`config.mk`:
```
export PLATFORM = sky130hd
export DESIGN_NAME = cet_top
export DESIGN_NICKNAME = d
export VERILOG_FILES = /design/src/rtl/cet_pkg.sv /design/src/rtl/cet_timer.sv /design/src/rtl/cet_match.sv /design/src/rtl/cet_action.sv /design/src/rtl/cet_regs.sv /design/src/rtl/cet_top.sv
export SDC_FILE = /design/constraint.sdc
export NUM_CORES = 1
export LEC_CHECK = 0
export BUFFER_PORTS_ARGS = -buffer_cell sky130_fd_sc_hd__buf_4
export CORE_MARGIN = 2
export CORE_UTILIZATION = 55
export DETAILED_ROUTE_END_ITERATION = 16
export PLACE_DENSITY = 0.78
export SLEW_MARGIN = 20
export SYNTH_ARGS = -nofsm -noshare
export SYNTH_HDL_FRONTEND = slang
export SYNTH_SLANG_ARGS = --single-unit
export TNS_END_PERCENT = 100
```
`constraint.sdc`:
```
create_clock -name clk -period 2.5 [get_ports clk]
set_input_delay 0 -clock clk [delete_from_list [all_inputs] [get_ports clk]]
set_output_delay 0 -clock clk [all_outputs]
set_load 0.03 [all_outputs]
```
`src/rtl/cet_pkg.sv`:
```
package cet_pkg;
    localparam logic [3:0] MODE_OFF = 4'b0000;
    localparam logic [3:0] MODE_SET = 4'b1000;
    localparam logic [3:0] MODE_CLR = 4'b1001;
    localparam logic [3:0] MODE_SWI = 4'b1010;
    localparam logic [3:0] MODE_SPE = 4'b1011;

    localparam int CTRL_DIS_BIT = 4;
    localparam int FLAG_CMP_BIT = 0;
    localparam int FLAG_OVF_BIT = 1;

    function automatic logic mode_active(input logic [3:0] m);
        return m[3:2] == 2'b10;
    endfunction
endpackage

```
`src/rtl/cet_timer.sv`:
```
module cet_timer #(
    parameter int TW = 16
) (
    input  logic          clk,
    input  logic          rst_n,
    input  logic          tick_i,
    input  logic          clr_i,
    output logic [TW-1:0] cnt_o,
    output logic          wrap_o
);
    typedef struct packed {
        logic [TW-1:0] cnt;
    } tmr_s;

    tmr_s s_d, s_q;

    always_comb begin
        s_d = s_q;
        if (clr_i) begin
            s_d.cnt = '0;
        end else if (tick_i) begin
            s_d.cnt = s_q.cnt + 1'b1;
        end
    end

    always_ff @(posedge clk) begin
        if (!rst_n) s_q <= '0;
        else        s_q <= s_d;
    end

    assign cnt_o  = s_q.cnt;
    assign wrap_o = tick_i && !clr_i && (&s_q.cnt);

    // a tick without a clear advances the count by one
    p_count_r2: assert property (@(posedge clk) disable iff (!rst_n)
        (tick_i && !clr_i) |=> (cnt_o == $past(cnt_o) + 1'b1));
    // a special-event clear leaves zero in the timer
    p_clear_r6: assert property (@(posedge clk) disable iff (!rst_n)
        clr_i |=> (cnt_o == '0));
endmodule

```
`src/rtl/cet_match.sv`:
```
module cet_match import cet_pkg::*; #(
    parameter int TW = 16
) (
    input  logic          clk,
    input  logic          rst_n,
    input  logic [3:0]    mode_i,
    input  logic [TW-1:0] cmp_i,
    input  logic [TW-1:0] cnt_i,
    output logic          hit_o
);
    typedef struct packed {
        logic eq;
    } mt_s;

    mt_s  s_d, s_q;
    logic eq_now;

    always_comb begin
        eq_now = mode_active(mode_i) && (cnt_i == cmp_i);
        s_d    = s_q;
        s_d.eq = eq_now;
        hit_o  = eq_now && !s_q.eq;
    end

    always_ff @(posedge clk) begin
        if (!rst_n) s_q <= '0;
        else        s_q <= s_d;
    end

    // a match is a single-cycle event
    p_one_shot_r3: assert property (@(posedge clk) disable iff (!rst_n)
        hit_o |=> !hit_o);
endmodule

```
`src/rtl/cet_action.sv`:
```
module cet_action import cet_pkg::*; (
    input  logic       clk,
    input  logic       rst_n,
    input  logic       hit_i,
    input  logic [3:0] mode_i,
    input  logic       adc_en_i,
    output logic       latch_o,
    output logic       conv_o,
    output logic       clr_o
);
    typedef struct packed {
        logic latch;
        logic conv;
    } act_s;

    act_s s_d, s_q;

    always_comb begin
        s_d      = s_q;
        clr_o    = hit_i && (mode_i == MODE_SPE);
        s_d.conv = clr_o && adc_en_i;
        if (mode_i == MODE_OFF) begin
            s_d.latch = 1'b0;
        end else if (hit_i) begin
            case (mode_i)
                MODE_SET: s_d.latch = 1'b1;
                MODE_CLR: s_d.latch = 1'b0;
                default:  s_d.latch = s_q.latch;
            endcase
        end
    end

    always_ff @(posedge clk) begin
        if (!rst_n) s_q <= '0;
        else        s_q <= s_d;
    end

    assign latch_o = s_q.latch;
    assign conv_o  = s_q.conv;

    // set-high mode raises the latch on a match
    p_set_high_r4: assert property (@(posedge clk) disable iff (!rst_n)
        (hit_i && mode_i == MODE_SET) |=> latch_o);
    // interrupt-only mode never moves the latch
    p_swi_hold_r5: assert property (@(posedge clk) disable iff (!rst_n)
        (hit_i && mode_i == MODE_SWI) |=> $stable(latch_o));
    // mode zero holds the latch low
    p_mode_off_r9: assert property (@(posedge clk) disable iff (!rst_n)
        (mode_i == MODE_OFF) |=> !latch_o);
    // the strobe only follows an enabled special-event match
    p_conv_r7: assert property (@(posedge clk) disable iff (!rst_n)
        conv_o |-> $past(hit_i && adc_en_i && mode_i == MODE_SPE));
endmodule

```
`src/rtl/cet_regs.sv`:
```
module cet_regs import cet_pkg::*; #(
    parameter int DW = 8,
    parameter int NB = 2,
    parameter int AW = 3,
    localparam int TW = DW * NB
) (
    input  logic          clk,
    input  logic          rst_n,
    input  logic          wr_i,
    input  logic [AW-1:0] addr_i,
    input  logic [DW-1:0] wdata_i,
    input  logic [TW-1:0] cnt_i,
    input  logic          set_cf_i,
    input  logic          set_of_i,
    output logic [TW-1:0] cmp_o,
    output logic [3:0]    mode_o,
    output logic          dis_o,
    output logic          cf_o,
    output logic          of_o,
    output logic [DW-1:0] rdata_o
);
    localparam logic [AW-1:0] CTRL_A = AW'(2 * NB);
    localparam logic [AW-1:0] FLAG_A = AW'(2 * NB + 1);

    typedef struct packed {
        logic [TW-1:0] cmp;
        logic [3:0]    mode;
        logic          dis;
        logic          cf;
        logic          of;
    } reg_s;

    reg_s s_d, s_q;

    always_comb begin
        s_d = s_q;
        for (int i = 0; i < NB; i++) begin
            if (wr_i && addr_i == AW'(i)) s_d.cmp[i*DW +: DW] = wdata_i;
        end
        if (wr_i && addr_i == CTRL_A) begin
            s_d.mode = wdata_i[3:0];
            s_d.dis  = wdata_i[CTRL_DIS_BIT];
        end
        if (wr_i && addr_i == FLAG_A) begin
            s_d.cf = s_q.cf & wdata_i[FLAG_CMP_BIT];
            s_d.of = s_q.of & wdata_i[FLAG_OVF_BIT];
        end
        if (set_cf_i) s_d.cf = 1'b1;
        if (set_of_i) s_d.of = 1'b1;
    end

    always_ff @(posedge clk) begin
        if (!rst_n) begin
            s_q     <= '0;
            s_q.dis <= 1'b1;
        end else begin
            s_q <= s_d;
        end
    end

    always_comb begin
        rdata_o = '0;
        for (int i = 0; i < NB; i++) begin
            if (addr_i == AW'(i))      rdata_o = s_q.cmp[i*DW +: DW];
            if (addr_i == AW'(NB + i)) rdata_o = cnt_i[i*DW +: DW];
        end
        if (addr_i == CTRL_A) begin
            rdata_o[3:0]         = s_q.mode;
            rdata_o[CTRL_DIS_BIT] = s_q.dis;
        end
        if (addr_i == FLAG_A) begin
            rdata_o[FLAG_CMP_BIT] = s_q.cf;
            rdata_o[FLAG_OVF_BIT] = s_q.of;
        end
    end

    assign cmp_o  = s_q.cmp;
    assign mode_o = s_q.mode;
    assign dis_o  = s_q.dis;
    assign cf_o   = s_q.cf;
    assign of_o   = s_q.of;

    // a zero written to the compare flag clears it unless a set coincides
    p_flag_clear_r11: assert property (@(posedge clk) disable iff (!rst_n)
        (wr_i && addr_i == FLAG_A && !wdata_i[FLAG_CMP_BIT] && !set_cf_i) |=> !cf_o);
    // the compare value changes only through its own addresses
    p_cmp_hold_r13: assert property (@(posedge clk) disable iff (!rst_n)
        !(wr_i && addr_i < AW'(NB)) |=> $stable(cmp_o));
endmodule

```
`src/rtl/cet_top.sv`:
```
module cet_top import cet_pkg::*; #(
    parameter int DW = 8,
    parameter int NB = 2,
    parameter int AW = 3
) (
    input  logic          clk,
    input  logic          rst_n,
    input  logic          reg_wr_i,
    input  logic [AW-1:0] reg_addr_i,
    input  logic [DW-1:0] reg_wdata_i,
    output logic [DW-1:0] reg_rdata_o,
    input  logic          tick_en_i,
    input  logic          adc_en_i,
    output logic          conv_start_o,
    output logic          cmp_flag_o,
    output logic          ovf_flag_o,
    output logic          pin_o,
    output logic          pin_oe_o
);
    localparam int TW = DW * NB;

    logic [TW-1:0] cnt_w, cmp_w;
    logic [3:0]    mode_w;
    logic          dis_w, hit_w, clr_w, wrap_w, latch_w;

    cet_regs #(.DW(DW), .NB(NB), .AW(AW)) i_regs (
        .clk(clk), .rst_n(rst_n), .wr_i(reg_wr_i), .addr_i(reg_addr_i),
        .wdata_i(reg_wdata_i), .cnt_i(cnt_w), .set_cf_i(hit_w), .set_of_i(wrap_w),
        .cmp_o(cmp_w), .mode_o(mode_w), .dis_o(dis_w), .cf_o(cmp_flag_o),
        .of_o(ovf_flag_o), .rdata_o(reg_rdata_o)
    );

    cet_timer #(.TW(TW)) i_timer (
        .clk(clk), .rst_n(rst_n), .tick_i(tick_en_i), .clr_i(clr_w),
        .cnt_o(cnt_w), .wrap_o(wrap_w)
    );

    cet_match #(.TW(TW)) i_match (
        .clk(clk), .rst_n(rst_n), .mode_i(mode_w), .cmp_i(cmp_w),
        .cnt_i(cnt_w), .hit_o(hit_w)
    );

    cet_action i_action (
        .clk(clk), .rst_n(rst_n), .hit_i(hit_w), .mode_i(mode_w),
        .adc_en_i(adc_en_i), .latch_o(latch_w), .conv_o(conv_start_o), .clr_o(clr_w)
    );

    assign pin_o    = latch_w;
    assign pin_oe_o = !dis_w;

    // every match leaves the compare flag set
    p_flag_set_r3: assert property (@(posedge clk) disable iff (!rst_n)
        hit_w |=> cmp_flag_o);
    // a special-event clear never raises the overflow flag
    p_no_overflow_r8: assert property (@(posedge clk) disable iff (!rst_n)
        (clr_w && !ovf_flag_o) |=> !ovf_flag_o);
endmodule

```
==> results.sh, run 1 <==
export IMPL_nets=303
export IMPL_syn_to_final_growth_pct=19.37
export IMPL_drc=0
export IMPL_multiInputGateArea_sq_um=1340
export IMPL_slew_violations=0
export IMPL_clk_pin_slew_ns=0.08
export IMPL_syn_cell_area_sq_um=2267
export IMPL_yosysWarnings=0
export IMPL_clock_latency_ns=0.30
export IMPL_io_buffers=28
export IMPL_fin_crit_ns=1.880
export IMPL_diodes=0
export IMPL_p_per_area_nw_per_um2=507.7
export IMPL_synthCells=251
export IMPL_antenna_found_initial=0
export IMPL_place_congestion=0.8458
export IMPL_fillers=324
export IMPL_outcome="complete, no violations"
export IMPL_timing_hold_ws_ns=0.005135
export IMPL_rsz0062_at_grt="no"
export IMPL_grt_max_degree=28
export IMPL_avgSynthCellArea_sq_um=9.033
export IMPL_htree_levels=2
export IMPL_chipHeight_um=68.21
export IMPL_path_class="register to register"
export IMPL_die_x_um=68.21
export IMPL_critPathLaunchType="register"
export IMPL_drtAntennaViolNets=0
export IMPL_core_area_sq_um=3971
export IMPL_cp_end_kind="register"
export IMPL_fp_dieArea_sq_um=4652
export IMPL_avgRoutedWirePerCell_um=15.91
export IMPL_clock_skew_final_ns=0.01434
export IMPL_cts_path_max_buffers=2
export IMPL_start_util=0.5709
export IMPL_final_cell_mix="42 x dfxtp_1, 32 x buf_4, 28 x nand2_1, 25 x xor2_1, 24 x nor2_1"
export IMPL_irDropWorstVdd_mv=0.3504
export IMPL_avgViaCountPerCell=5.650
export IMPL_worst_pin_slew_ns=0.5432
export IMPL_whs_path_depth=3
export IMPL_final_common_cell="dfxtp_1"
export IMPL_hold_path_class="input pin to register"
export IMPL_fin_ws_ns=0.6198
export IMPL_power_leakage_nw=1.078
export IMPL_grt_usage=0.2615
export IMPL_max_cap_violations=0
export IMPL_num_rows=23
export IMPL_grt_pass1_vias=1846
export IMPL_relSlewSlack=0.6365
export IMPL_r2r_cells=5
export IMPL_drive_gt1_frac=0.1672
export IMPL_post_route_period_util=0.7521
export IMPL_synth_nets=268
export IMPL_synth_cell_type_count=38
export IMPL_drtIter0Drc=152
export IMPL_cts_resized_gates=0
export IMPL_cts_root_buf="clkbuf_8"
export IMPL_grt_overflow_total=0
export IMPL_total_power_mw=1.374
export IMPL_first_pass_iters=4
export IMPL_setup_tns_ns=0
export IMPL_pre_cts_ws_ns=0.6582
export IMPL_max_freq_mhz=531.8
export IMPL_grt_pass1_wl_mm=8.818
export IMPL_hold_viol=0
export IMPL_hpwl_mm=3.881
export IMPL_cts_sinks=42
export IMPL_seq_area_frac_synth=0.3709
export IMPL_totalWireLength_mm=5.362
export IMPL_num_vias=1904
export IMPL_setup_violations_final=0
export IMPL_synth_seq_cells=42
export IMPL_worstPathRequired_ns=2.72
export IMPL_cts_tree="done"
export IMPL_critPathMaxFanout=3
export IMPL_cts_buffers_inserted=5
export IMPL_regArea_sq_um=840.8
export IMPL_ios=29
export IMPL_worstPathArrival_ns=2.10
cell families (layout without fill, tap and decap cells):
kind of cell | count (synthesis) | after routing | synth area share
AOI/OAI and AO/OA | 25 | 25 | 0.08941
xor gates and xnor gates | 30 | 30 | 0.1159
adders and majority gates | 1 | 1 | 0.005518
buffers and inverters | 20 | 56 | 0.03808
DFF | 42 | 42 | 0.3709
muxes | 23 | 23 | 0.1363
and+or+nand+nor | 110 | 110 | 0.2439
timing repair:
| action | 4_1_cts | 5_1_grt |
|---|---|---|
| endpoints found under the setup margin | 0 | 0 |
| endpoints found under the hold margin | 13 | 0 |
| hold buffers | 9 | 0 |
| buffers inserted | 0 | 0 |
metrics by stage:
step,cell area (sq um),util,instances
6_report,2706,0.6815,337
5_1_grt,2706,0.6815,337
4_1_cts,2706,0.6815,337
3_5_place_dp,2510,0.6320,320
3_3_place_gp,2510,0.6320,320
2_1_floorplan,2267,-,251
final cells by class:
type / instances / area share
multi-input combinational: 189 / 0.4951
sequential: 42 / 0.3107
timing repair buffer: 41 / 0.1221
clock buffer: 7 / 0.02820
tap: 50 / 0.02312
clock inverter: 1 / 0.01110
inverter: 7 / 0.009709
final timing paths:
kind                    startpoint                to  slack, ns
setup / recovery  i_regs.cmp_o[10]  i_action.latch_o       0.62
hold / removal           tick_en_i  i_timer.cnt_o[0]      0.005
setup reg to reg  i_regs.cmp_o[10]  i_action.latch_o       0.62
hold reg to reg   i_action.latch_o  i_action.latch_o       0.48
metal layers:
layer | GRT usage | share of wire
met4 | 0.1150 | 0.034
met3 | 0.06743 | 0.062
met1 | 0.3316 | 0.45
met2 | 0.4187 | 0.46
met5 | 0 | 0
cells in the mapped netlist, drive strengths merged:
cell type	n	area [sq um]
a21boi	8	60.06
xor2	25	219.0
or2	1	6.260
nand4	7	43.79
o32a	2	20.02
clkbuf	9	33.78
nor4	5	37.53
mux2i	17	170.2
o21ai	4	20.02
nor2b	18	112.6
dfxtp	42	840.8
o211ai	1	7.510
buf	4	26.28
or4b	1	10.01
ha	1	12.51
and2	1	6.260
o311ai	1	8.760
or3	1	6.260
o2111a	1	11.26
xnor2	5	43.79
o41ai	1	27.53
nor2	24	90.09
mux4	6	138.9
nand2b	2	12.51
nor3	7	40.04
a32o	1	10.01
inv	7	26.28
a211oi	3	22.52
a21oi	3	15.01
nand3	9	45.04
nand2	29	111.4
and3	5	31.28
worst max-delay path, cell delays in order, from the launching register on:
cell and delay [ns]:
dfxtp_1 0.34, xor2_1 0.18, nor4_1 0.31, nand4_1 0.24, or4b_1 0.51, a211oi_1 0.23
flip-flops by register name (all words and copies together) (netlist names):
name	cells
i_action.conv_o	1
i_action.latch_o	1
i_match.s_q	1
i_regs.cf_o	1
i_regs.cmp_o	16
i_regs.dis_o	1
i_regs.mode_o	4
i_regs.of_o	1
i_timer.cnt_o	16
power by group:
| part | internal [mW] | total, mW | switching (mW) | leakage (nW) |
|---|---|---|---|---|
| Combinational | 0.0740 | 0.156 | 0.0819 | 0.686 |
| Clock | 0.299 | 0.522 | 0.223 | 0.0524 |
| Sequential | 0.680 | 0.696 | 0.0160 | 0.340 |
No activity file was read; power rests on OpenSTA's default activity.
==> inputs of run 2 (changes only) <==
clock period = 1.8 ns   (was 2.5 ns; I/O delays follow)
==> results.sh, run 2 (same netlist as run 1, synthesis figures left out) <==
export IMPL_first_pass_iters=4
export IMPL_drc=0
export IMPL_hpwl_mm=4.198
export IMPL_cp_end_kind="register"
export IMPL_critPathLaunchType="register"
export IMPL_irDropWorstVdd_mv=0.3839
export IMPL_grt_pass1_vias=1873
export IMPL_cp_startpoint="i_regs.cmp_o[15]"
export IMPL_drtAntennaViolNets=0
export IMPL_grt_max_degree=28
export IMPL_grt_pass1_wl_mm=8.914
export IMPL_diodes=0
export IMPL_io_buffers=28
export IMPL_num_vias=2041
export IMPL_r2r_end="i_timer.cnt_o[12]"
export IMPL_htree_levels=2
export IMPL_slew_violations=0
export IMPL_rsz0062_at_grt="yes"
export IMPL_max_freq_mhz=546.8
export IMPL_final_cell_mix="57 x buf_4, 39 x dfxtp_1, 28 x nand2_1, 24 x xor2_1, 21 x nor2_1"
export IMPL_placed_cell_area_sq_um=2680
export IMPL_avgViaCountPerCell=5.623
export IMPL_max_cap_violations=0
export IMPL_syn_to_final_growth_pct=29.75
export IMPL_cts_path_max_buffers=2
export IMPL_avgRoutedWirePerCell_um=16.53
export IMPL_setup_violations_final=16
export IMPL_post_route_period_util=1.016
export IMPL_pre_cts_ws_ns=0.0001689
export IMPL_critPathMaxFanout=8
export IMPL_r2r_start="i_regs.cmp_o[15]"
export IMPL_r2r_cells=8
export IMPL_start_util=0.5709
export IMPL_hold_viol=0
export IMPL_cts_buffers_inserted=5
export IMPL_final_common_cell="buf_4"
export IMPL_nets=330
export IMPL_ios=29
export IMPL_totalWireLength_mm=6.002
export IMPL_cp_endpoint="i_timer.cnt_o[12]"
export IMPL_clock_skew_final_ns=0.006907
export IMPL_outcome="complete, but fails checks"
export IMPL_worstPathRequired_ns=1.98
export IMPL_clk_pin_slew_ns=0.08
export IMPL_grt_usage=0.2650
export IMPL_path_class="register to register"
export IMPL_cts_root_buf="clkbuf_8"
export IMPL_worstPathArrival_ns=2.01
export IMPL_antenna_found_initial=0
export IMPL_place_congestion=0.8662
export IMPL_worst_pin_slew_ns=0.5096
export IMPL_drtIter0Drc=124
export IMPL_p_per_area_nw_per_um2=614.1
export IMPL_num_rows=23
export IMPL_final_area_sq_um=2942
export IMPL_hold_path_class="input pin to register"
export IMPL_relSlewSlack=0.6576
export IMPL_fin_util=0.7407
export IMPL_drive_gt1_frac=0.2684
export IMPL_clock_latency_ns=0.29
export IMPL_power_leakage_nw=1.224
export IMPL_hp_start="tick_en_i"
export IMPL_violations="negative setup slack"
export IMPL_fp_dieArea_sq_um=4652
export IMPL_chipHeight_um=68.21
export IMPL_fin_crit_ns=1.829
export IMPL_die_x_um=68.21
export IMPL_fin_ws_ns=-0.02869
export IMPL_cts_sinks=42
export IMPL_grt_overflow_total=0
export IMPL_cts_tree="done"
export IMPL_core_area_sq_um=3971
export IMPL_r2r_setup_slack_ns=-0.03
run 2: changes by cell type in the layout (fill, tap and decap cells not counted), moves of 2 or more:
cell      change
dfxtp_2       +3
nor2_2        +2
nor2_1        -3
buf_4        +25
dfxtp_1       -3
clkbuf_1      -2
clkinv_2      +2
run 2: through the flow:
step                      power, mW  hold WS (ns)  setup TNS [ns]  cells
final                         1.807       0.02302         -0.2492    363
after CTS                     1.800       0.01519               0    359
after floorplan               1.115        0.1375               0    251
after detailed placement      1.203        0.2576               0    341
after global routing          1.873       0.04680          -1.625    363
after global placement        1.199        0.2451               0    341
run 2: critical path, stage by stage, from the launching register on:
cell       delay (ns)
dfxtp_2          0.34
xor2_2           0.18
nor4_2           0.26
nand4_1          0.13
buf_4            0.16
o41ai_4          0.26
buf_4            0.19
clkbuf_16        0.15
nor2_1           0.04
run 2: how the worst min path moves through the flow:
stage | endpoint | slack [ns] | cells past startpoint
after floorplan | i_regs.dis_o | 0.14 | 2
after global placement | i_regs.dis_o | 0.25 | 3
after detailed placement | i_regs.dis_o | 0.26 | 3
after CTS | i_timer.cnt_o[1] | 0.02 | 3
after global routing | i_timer.cnt_o[0] | 0.05 | 3
final | i_timer.cnt_o[1] | 0.02 | 3
run 2: power by group:
group	total [mW]	internal, mW	switching [mW]
Sequential	0.958	0.944	0.0139
Combinational	0.268	0.133	0.135
Clock	0.581	0.261	0.320
run 2: timing repair:
item / in CTS / in global routing
setup endpoints to repair: 1 / 18
pin swaps: 1 / 6
endpoints found under the hold margin: 17 / 0
cloned: 0 / 1
resized for setup: 0 / 9
hold buffers: 9 / 0
setup buffers: 2 / 3
run 2: metal layers:
| metal | wire length, um | GRT usage |
|---|---|---|
| met1 | 2491 | 0.3210 |
| met2 | 3078 | 0.4527 |
| met3 | 328 | 0.05263 |
| met4 | 103 | 0.1175 |
| met5 | 0 | 0 |
run 2: cell type report:
class | count | area (sq um)
fill | 289 | 1030
sequential | 42 | 844.6
clock inverter | 2 | 10.01
multi-input combinational | 189 | 1366
timing repair buffer | 68 | 563.0
clock buffer | 5 | 68.82
tap | 50 | 62.56
inverter | 7 | 26.28
